===== config.mk =====
export PLATFORM = sky130hd
export DESIGN_NAME = stopwatch_tick_irq
export DESIGN_NICKNAME = d
export VERILOG_FILES = /design/src/rtl/swt_pkg.sv /design/src/rtl/swt_bcd_digit.sv /design/src/rtl/swt_fall_flag.sv /design/src/rtl/swt_reg_if.sv /design/src/rtl/stopwatch_tick_irq.sv
export SDC_FILE = /design/constraint.sdc
export NUM_CORES = 1
export LEC_CHECK = 0
export BUFFER_PORTS_ARGS = -buffer_cell sky130_fd_sc_hd__buf_2
export CAP_MARGIN = 0
export CORE_ASPECT_RATIO = 0.7
export CORE_MARGIN = 2
export CORE_UTILIZATION = 49
export DETAILED_ROUTE_END_ITERATION = 8
export GPL_TIMING_DRIVEN = 0
export PLACE_DENSITY = 0.76
export SKIP_CTS_REPAIR_TIMING = 1
export SLEW_MARGIN = 0
export SYNTH_ARGS = -nofsm -noshare
export SYNTH_HDL_FRONTEND = slang
export SYNTH_SLANG_ARGS = --single-unit

===== constraint.sdc =====
create_clock -name clk_i -period 1.25 [get_ports clk_i]
set_input_delay 0.25 -clock clk_i [delete_from_list [all_inputs] [get_ports clk_i]]
set_output_delay 0.25 -clock clk_i [all_outputs]
set_load 0.01 [all_outputs]

===== src/rtl/swt_pkg.sv =====
package swt_pkg;
  localparam int unsigned ADDR_EN     = 0;
  localparam int unsigned ADDR_FLAG   = 1;
  localparam int unsigned ADDR_CNT_LO = 2;
  localparam int unsigned ADDR_CNT_HI = 3;

  localparam int unsigned RATE_FAST = 0;  // 100 Hz
  localparam int unsigned RATE_MID  = 1;  // 10 Hz
  localparam int unsigned RATE_SLOW = 2;  // 1 Hz
  localparam int unsigned NUM_RATES = 3;

  localparam int unsigned BCD_MAX  = 9;
  localparam int unsigned BCD_HALF = 5;
endpackage


===== src/rtl/swt_bcd_digit.sv =====
module swt_bcd_digit #(
  parameter int unsigned DIG_W = 4
) (
  input  logic             clk_i,
  input  logic             rst_ni,
  input  logic             step_i,
  output logic [DIG_W-1:0] digit_o,
  output logic             carry_o,
  output logic             wave_o
);
  localparam logic [DIG_W-1:0] MAX_V  = DIG_W'(swt_pkg::BCD_MAX);
  localparam logic [DIG_W-1:0] HALF_V = DIG_W'(swt_pkg::BCD_HALF);

  logic [DIG_W-1:0] digit_q;

  always_ff @(posedge clk_i or negedge rst_ni) begin
    if (!rst_ni)     digit_q <= '0;
    else if (step_i) digit_q <= (digit_q == MAX_V) ? '0 : digit_q + 1'b1;
  end

  assign digit_o = digit_q;
  assign carry_o = step_i && (digit_q == MAX_V);
  assign wave_o  = digit_q < HALF_V;
endmodule


===== src/rtl/swt_fall_flag.sv =====
module swt_fall_flag (
  input  logic clk_i,
  input  logic rst_ni,
  input  logic level_i,
  input  logic clr_i,
  output logic set_o,
  output logic flag_o
);
  logic level_q;
  logic flag_q;

  assign set_o = level_q && !level_i;

  always_ff @(posedge clk_i or negedge rst_ni) begin
    if (!rst_ni) begin
      level_q <= 1'b0;
      flag_q  <= 1'b0;
    end else begin
      level_q <= level_i;
      // set has priority over a same-cycle clear
      flag_q  <= set_o | (flag_q & ~clr_i);
    end
  end

  assign flag_o = flag_q;
endmodule


===== src/rtl/swt_reg_if.sv =====
module swt_reg_if #(
  parameter int unsigned DATA_W    = 8,
  parameter int unsigned ADDR_W    = 2,
  parameter int unsigned NUM_RATES = 3,
  parameter int unsigned CNT_W     = 12
) (
  input  logic                 clk_i,
  input  logic                 rst_ni,
  input  logic                 wr_i,
  input  logic                 rd_i,
  input  logic [ADDR_W-1:0]    addr_i,
  input  logic [DATA_W-1:0]    wdata_i,
  input  logic [NUM_RATES-1:0] flag_i,
  input  logic [CNT_W-1:0]     cnt_i,
  output logic [NUM_RATES-1:0] en_o,
  output logic [NUM_RATES-1:0] clr_o,
  output logic [DATA_W-1:0]    rdata_o
);
  localparam int unsigned PAD_W = 2 * DATA_W;

  localparam logic [ADDR_W-1:0] A_EN   = ADDR_W'(swt_pkg::ADDR_EN);
  localparam logic [ADDR_W-1:0] A_FLAG = ADDR_W'(swt_pkg::ADDR_FLAG);
  localparam logic [ADDR_W-1:0] A_CLO  = ADDR_W'(swt_pkg::ADDR_CNT_LO);
  localparam logic [ADDR_W-1:0] A_CHI  = ADDR_W'(swt_pkg::ADDR_CNT_HI);

  logic [NUM_RATES-1:0] en_q;
  logic [DATA_W-1:0]    rdata_q;
  logic [PAD_W-1:0]     cnt_pad;
  logic [DATA_W-1:0]    rd_mux;
  logic                 unused_wdata;

  assign cnt_pad      = PAD_W'(cnt_i);
  assign unused_wdata = ^wdata_i[DATA_W-1:NUM_RATES];

  always_ff @(posedge clk_i or negedge rst_ni) begin
    if (!rst_ni)                        en_q <= '0;
    else if (wr_i && (addr_i == A_EN))  en_q <= wdata_i[NUM_RATES-1:0];
  end

  assign clr_o = (wr_i && (addr_i == A_FLAG)) ? wdata_i[NUM_RATES-1:0] : '0;

  always_comb begin
    rd_mux = '0;
    unique case (addr_i)
      A_EN:    rd_mux = DATA_W'(en_q);
      A_FLAG:  rd_mux = DATA_W'(flag_i);
      A_CLO:   rd_mux = cnt_pad[DATA_W-1:0];
      A_CHI:   rd_mux = cnt_pad[PAD_W-1:DATA_W];
      default: rd_mux = '0;
    endcase
  end

  always_ff @(posedge clk_i or negedge rst_ni) begin
    if (!rst_ni)   rdata_q <= '0;
    else if (rd_i) rdata_q <= rd_mux;
  end

  assign en_o    = en_q;
  assign rdata_o = rdata_q;
endmodule


===== src/rtl/stopwatch_tick_irq.sv =====
module stopwatch_tick_irq #(
  parameter int unsigned DATA_W  = 8,
  parameter int unsigned ADDR_W  = 2,
  parameter int unsigned DIG_W   = 4,
  parameter int unsigned NUM_DIG = 3
) (
  input  logic              clk_i,
  input  logic              rst_ni,
  input  logic              tick_i,
  input  logic              wr_i,
  input  logic              rd_i,
  input  logic [ADDR_W-1:0] addr_i,
  input  logic [DATA_W-1:0] wdata_i,
  output logic [DATA_W-1:0] rdata_o,
  output logic              irq_o
);
  localparam int unsigned NUM_RATES = swt_pkg::NUM_RATES;
  localparam int unsigned CNT_W     = NUM_DIG * DIG_W;

  logic [NUM_DIG:0]               step_w;
  logic [NUM_DIG-1:0]             wave_w;
  logic [NUM_DIG-1:0][DIG_W-1:0]  digit_w;
  logic [NUM_RATES-1:0]           level_w;
  logic [NUM_RATES-1:0]           set_w;
  logic [NUM_RATES-1:0]           clr_w;
  logic [NUM_RATES-1:0]           flag_q;
  logic [NUM_RATES-1:0]           en_q;
  logic                           tick_q;
  logic                           unused_top;

  assign step_w[0] = tick_i;

  for (genvar d = 0; d < NUM_DIG; d++) begin : g_dig
    swt_bcd_digit #(.DIG_W(DIG_W)) u_dig (
      .clk_i   (clk_i),
      .rst_ni  (rst_ni),
      .step_i  (step_w[d]),
      .digit_o (digit_w[d]),
      .carry_o (step_w[d+1]),
      .wave_o  (wave_w[d])
    );
  end

  // the 100 Hz wave is the registered timebase pulse
  always_ff @(posedge clk_i or negedge rst_ni) begin
    if (!rst_ni) tick_q <= 1'b0;
    else         tick_q <= tick_i;
  end

  assign level_w[swt_pkg::RATE_FAST] = tick_q;
  assign level_w[swt_pkg::RATE_MID]  = wave_w[0];
  assign level_w[swt_pkg::RATE_SLOW] = wave_w[1];

  for (genvar r = 0; r < NUM_RATES; r++) begin : g_rate
    swt_fall_flag u_flag (
      .clk_i   (clk_i),
      .rst_ni  (rst_ni),
      .level_i (level_w[r]),
      .clr_i   (clr_w[r]),
      .set_o   (set_w[r]),
      .flag_o  (flag_q[r])
    );
  end

  swt_reg_if #(
    .DATA_W    (DATA_W),
    .ADDR_W    (ADDR_W),
    .NUM_RATES (NUM_RATES),
    .CNT_W     (CNT_W)
  ) u_regs (
    .clk_i   (clk_i),
    .rst_ni  (rst_ni),
    .wr_i    (wr_i),
    .rd_i    (rd_i),
    .addr_i  (addr_i),
    .wdata_i (wdata_i),
    .flag_i  (flag_q),
    .cnt_i   (digit_w),
    .en_o    (en_q),
    .clr_o   (clr_w),
    .rdata_o (rdata_o)
  );

  assign irq_o      = |(flag_q & en_q);
  assign unused_top = step_w[NUM_DIG] ^ (^wave_w[NUM_DIG-1:2]);
endmodule


==> results.md <==
* Status: finished with violations
* Failing checks: hold timing, setup timing
* Grt total ovfl at 0
* Multi-input gate area at 691 um2
* Design Area, Final at 1860 um2
* P_leak at 0.858 nW
* Final-report hold violation count at 7
* Final slew viol count at 0
* FF+latch count, synth at 30
* Hold Path Class: input pin to async pin
* Final setup margin at -229 ps
* Synth area leader: dfrtp_1
* Max Freq at ~0.68 GHz
* DRC violations left at 0
* Post-DP HPWL at 2060 um
* RSZ-0062 raised after global routing: true
* Data arrival, critical path at 1230 ps
* Setup TNS at -750 ps
* Vias in the first global route at 1055
* Share of cells above drive strength 1 at 42.9%
* Critical Path RT at 1000 ps
* Cells after synthesis at 127
* CP Cell Sequence: a222oi_1 -> inv_1 -> buf_2
* 1st-pass router iterations at 4
* CTS Buf Count at 5
* Die Area at 3480 um2
* Initial antenna violation count at 0
* Fillers at 230
* Worst setup SP type: register
* Die span in y at 50.0 um
* Setup Skew at between 3 and 4 ps
* Die W at around 70 um
* Crit path time final at 1480 ps
* Post-Syn Nets at 142
* Worst slew pin tran at 649 ps
* TritonCTS clock tree: built
* Placer Congestion at 0.851
* Final net count at 177
* Syn-to-layout area delta at 25.4%
* CP max stage cell: dfrtp_1
* Pwr/cell area at 2020 nW/um2
* Setup Viol. Count Final at 9
* Tcrit/Tclk final at 118%
* Placed instance area at 1620 um2
* Clk slew on worst S/H paths at about 60 ps
* Worst R2R Start: g_dig[1].u_dig.digit_o[1]$_DFFE_PN0P_
* Worst setup path category: register to output port
* Mapped cell area at 1480 um2
* Top post-synthesis cells by area: dfrtp_1, mux2_2, nand2_1, buf_6, mux4_2
* Worst VDD drop at about 1.2 mV
* Post-synth top area share at about half
* Register area share after synthesis at between 50% and 60%
* CP max FO at 3
* Ports at 24
* Largest net degree at the start of global routing at 31
* Wire per inst at about 16 um
* Gr usage total at 19.3%
* Clock root cell: clkbuf_8
* Core Region at 2840 um2
* FP Rows at 16
* Synth cell types at 44
* Worst Hold Slack at -5.93 ps
* Crit. Startpoint: u_regs.en_o[1]$_DFFE_PN0P_
* Synth warnings at 0
* Avg Cell Area, Syn at 11.7 um2
* Vias per Instance at between 5 and 6
* Reg area at 753 um2
* Inserted Diodes at 0
* Routed wire length at 3190 um
* DRT iter0 DRCs at 68
* Rel. slew slack at approximately 57%
* ANT nets after route at 0
* Clock sinks at 30
* Worst setup EP type: output port
* Maxcap violations at 0
* Share of the core filled with cells at 65.3%
* H-Tree Depth at 2
* Slowest stage delay, CP at 400 ps
* CTS max path bufs at 2
* FF-to-FF path depth at 4
* Buffers on Ports at 17
* Via Count at 1085
* First-pass GRT wire length at about 5000 um
* Clock Latency Late Sink at 280 ps
* Initial Utilization at 52.1%
* Final Power at 3.75 mW
metrics by stage:
step                setup slack, ps  std cells
finish                         -229        199
global route                   -280        199
CTS                            -240        188
detailed placement             -173        180
global placement               -105        180
floorplan                     -45.4        127
where the power goes:
group	total, mW	switching, mW	internal, mW	leakage, nW
registers	1.51	0.261	1.25	0.363
logic	1.44	0.633	0.805	0.447
clock network	0.805	0.362	0.444	0.0482
total	3.75	1.26	2.50	0.858
flip-flops by register name, summed over array words and instances (netlist names):
name,flops
u_regs.en_o,3
tick_q,1
g_rate.u_flag.level_q,3
g_rate.u_flag.flag_o,3
g_dig.u_dig.digit_o,12
u_regs.rdata_o,8
metal layers:
layer	global-route usage [%]	wire, um	part of all wire [%]
met5	0	0	0
met3	6.13	240	7.5
met2	32.4	1490	47
met1	24.3	1440	45
met4	5.13	13	0.41
critical path, delay by kind of cell, from the launching register on:
family,cells,cell delay (ps)
AO/OA/AOI/OAI,1,350
buffers and inverters,2,210
flip-flops,1,400
area by class of cell:
type	instances	share of cell area, %
Multi-Input combinational cell	80	37.2
Sequential cell	30	40.6
Timing Repair Buffer	28	9.23
Clock buffer	7	4.65
Clock inverter	1	0.270
Buffer	7	3.64
Tap cell	36	2.43
Inverter	10	2.02
cell usage after synthesis:
library cell and number:
xor2_1 2, inv_1 10, mux4_1 1, nand4b_1 1, clkbuf_1 1, and4b_1 1
or3b_4 1, o31ai_1 1, dfrtp_1 30, mux4_2 2, nand4_1 1, a21o_1 1
mux2i_1 1, o22ai_1 5, mux2_2 6, a22o_1 1, nor3_1 1, a21oi_1 1
a222oi_1 1, nand3_1 6, and4bb_2 1, o21ai_0 2, nand2b_1 1, nor4_2 1
and2b_1 1, clkbuf_4 1, a31o_2 1, and2b_2 2, nand3b_1 1, o211ai_1 1
buf_4 1, nor3b_4 1, and3b_1 3, o21a_1 2, nand2_1 13, and3_1 1
buf_6 4, a21o_2 1, nor2_1 4, mux2_1 1, nor3b_1 2, nor2b_1 2
o2bb2ai_1 2, xnor2_1 4
cells in the final DEF (no fill, tap or decap), drive strengths merged, types with 4 or more instances in the layout:
master / n
nor2: 4
o22ai: 5
nand2: 13
buf: 33
inv: 10
mux2: 7
dfrtp: 30
xnor2: 4
clkbuf: 9
nand3: 6
logic make-up after synthesis:
logic type	share of synthesized area [%]
AO/OA/AOI/OAI	9.30
multiplexers	10.8
XOR/XNOR	3.55
AND/OR/NAND/NOR	18.8
buffers and inverters	6.85
flip-flops	50.7
path summary, 6_finish.rpt:
kind / end / slack [ps]
worst max-delay path: irq_o / -230
worst min-delay path: u_regs.en_o[1]$_DFFE_PN0P_ / -6
worst max register to register: g_dig[2].u_dig.digit_o[1]$_DFFE_PN0P_ / -120
worst min register to register: g_rate[0].u_flag.level_q$_DFF_PN0_ / 380
max in group asynchronous: g_dig[0].u_dig.digit_o[2]$_DFFE_PN0P_ / 790
min in group clk_i: tick_q$_DFF_PN0_ / 170
Note: power is estimated with default switching activity, not from simulation.
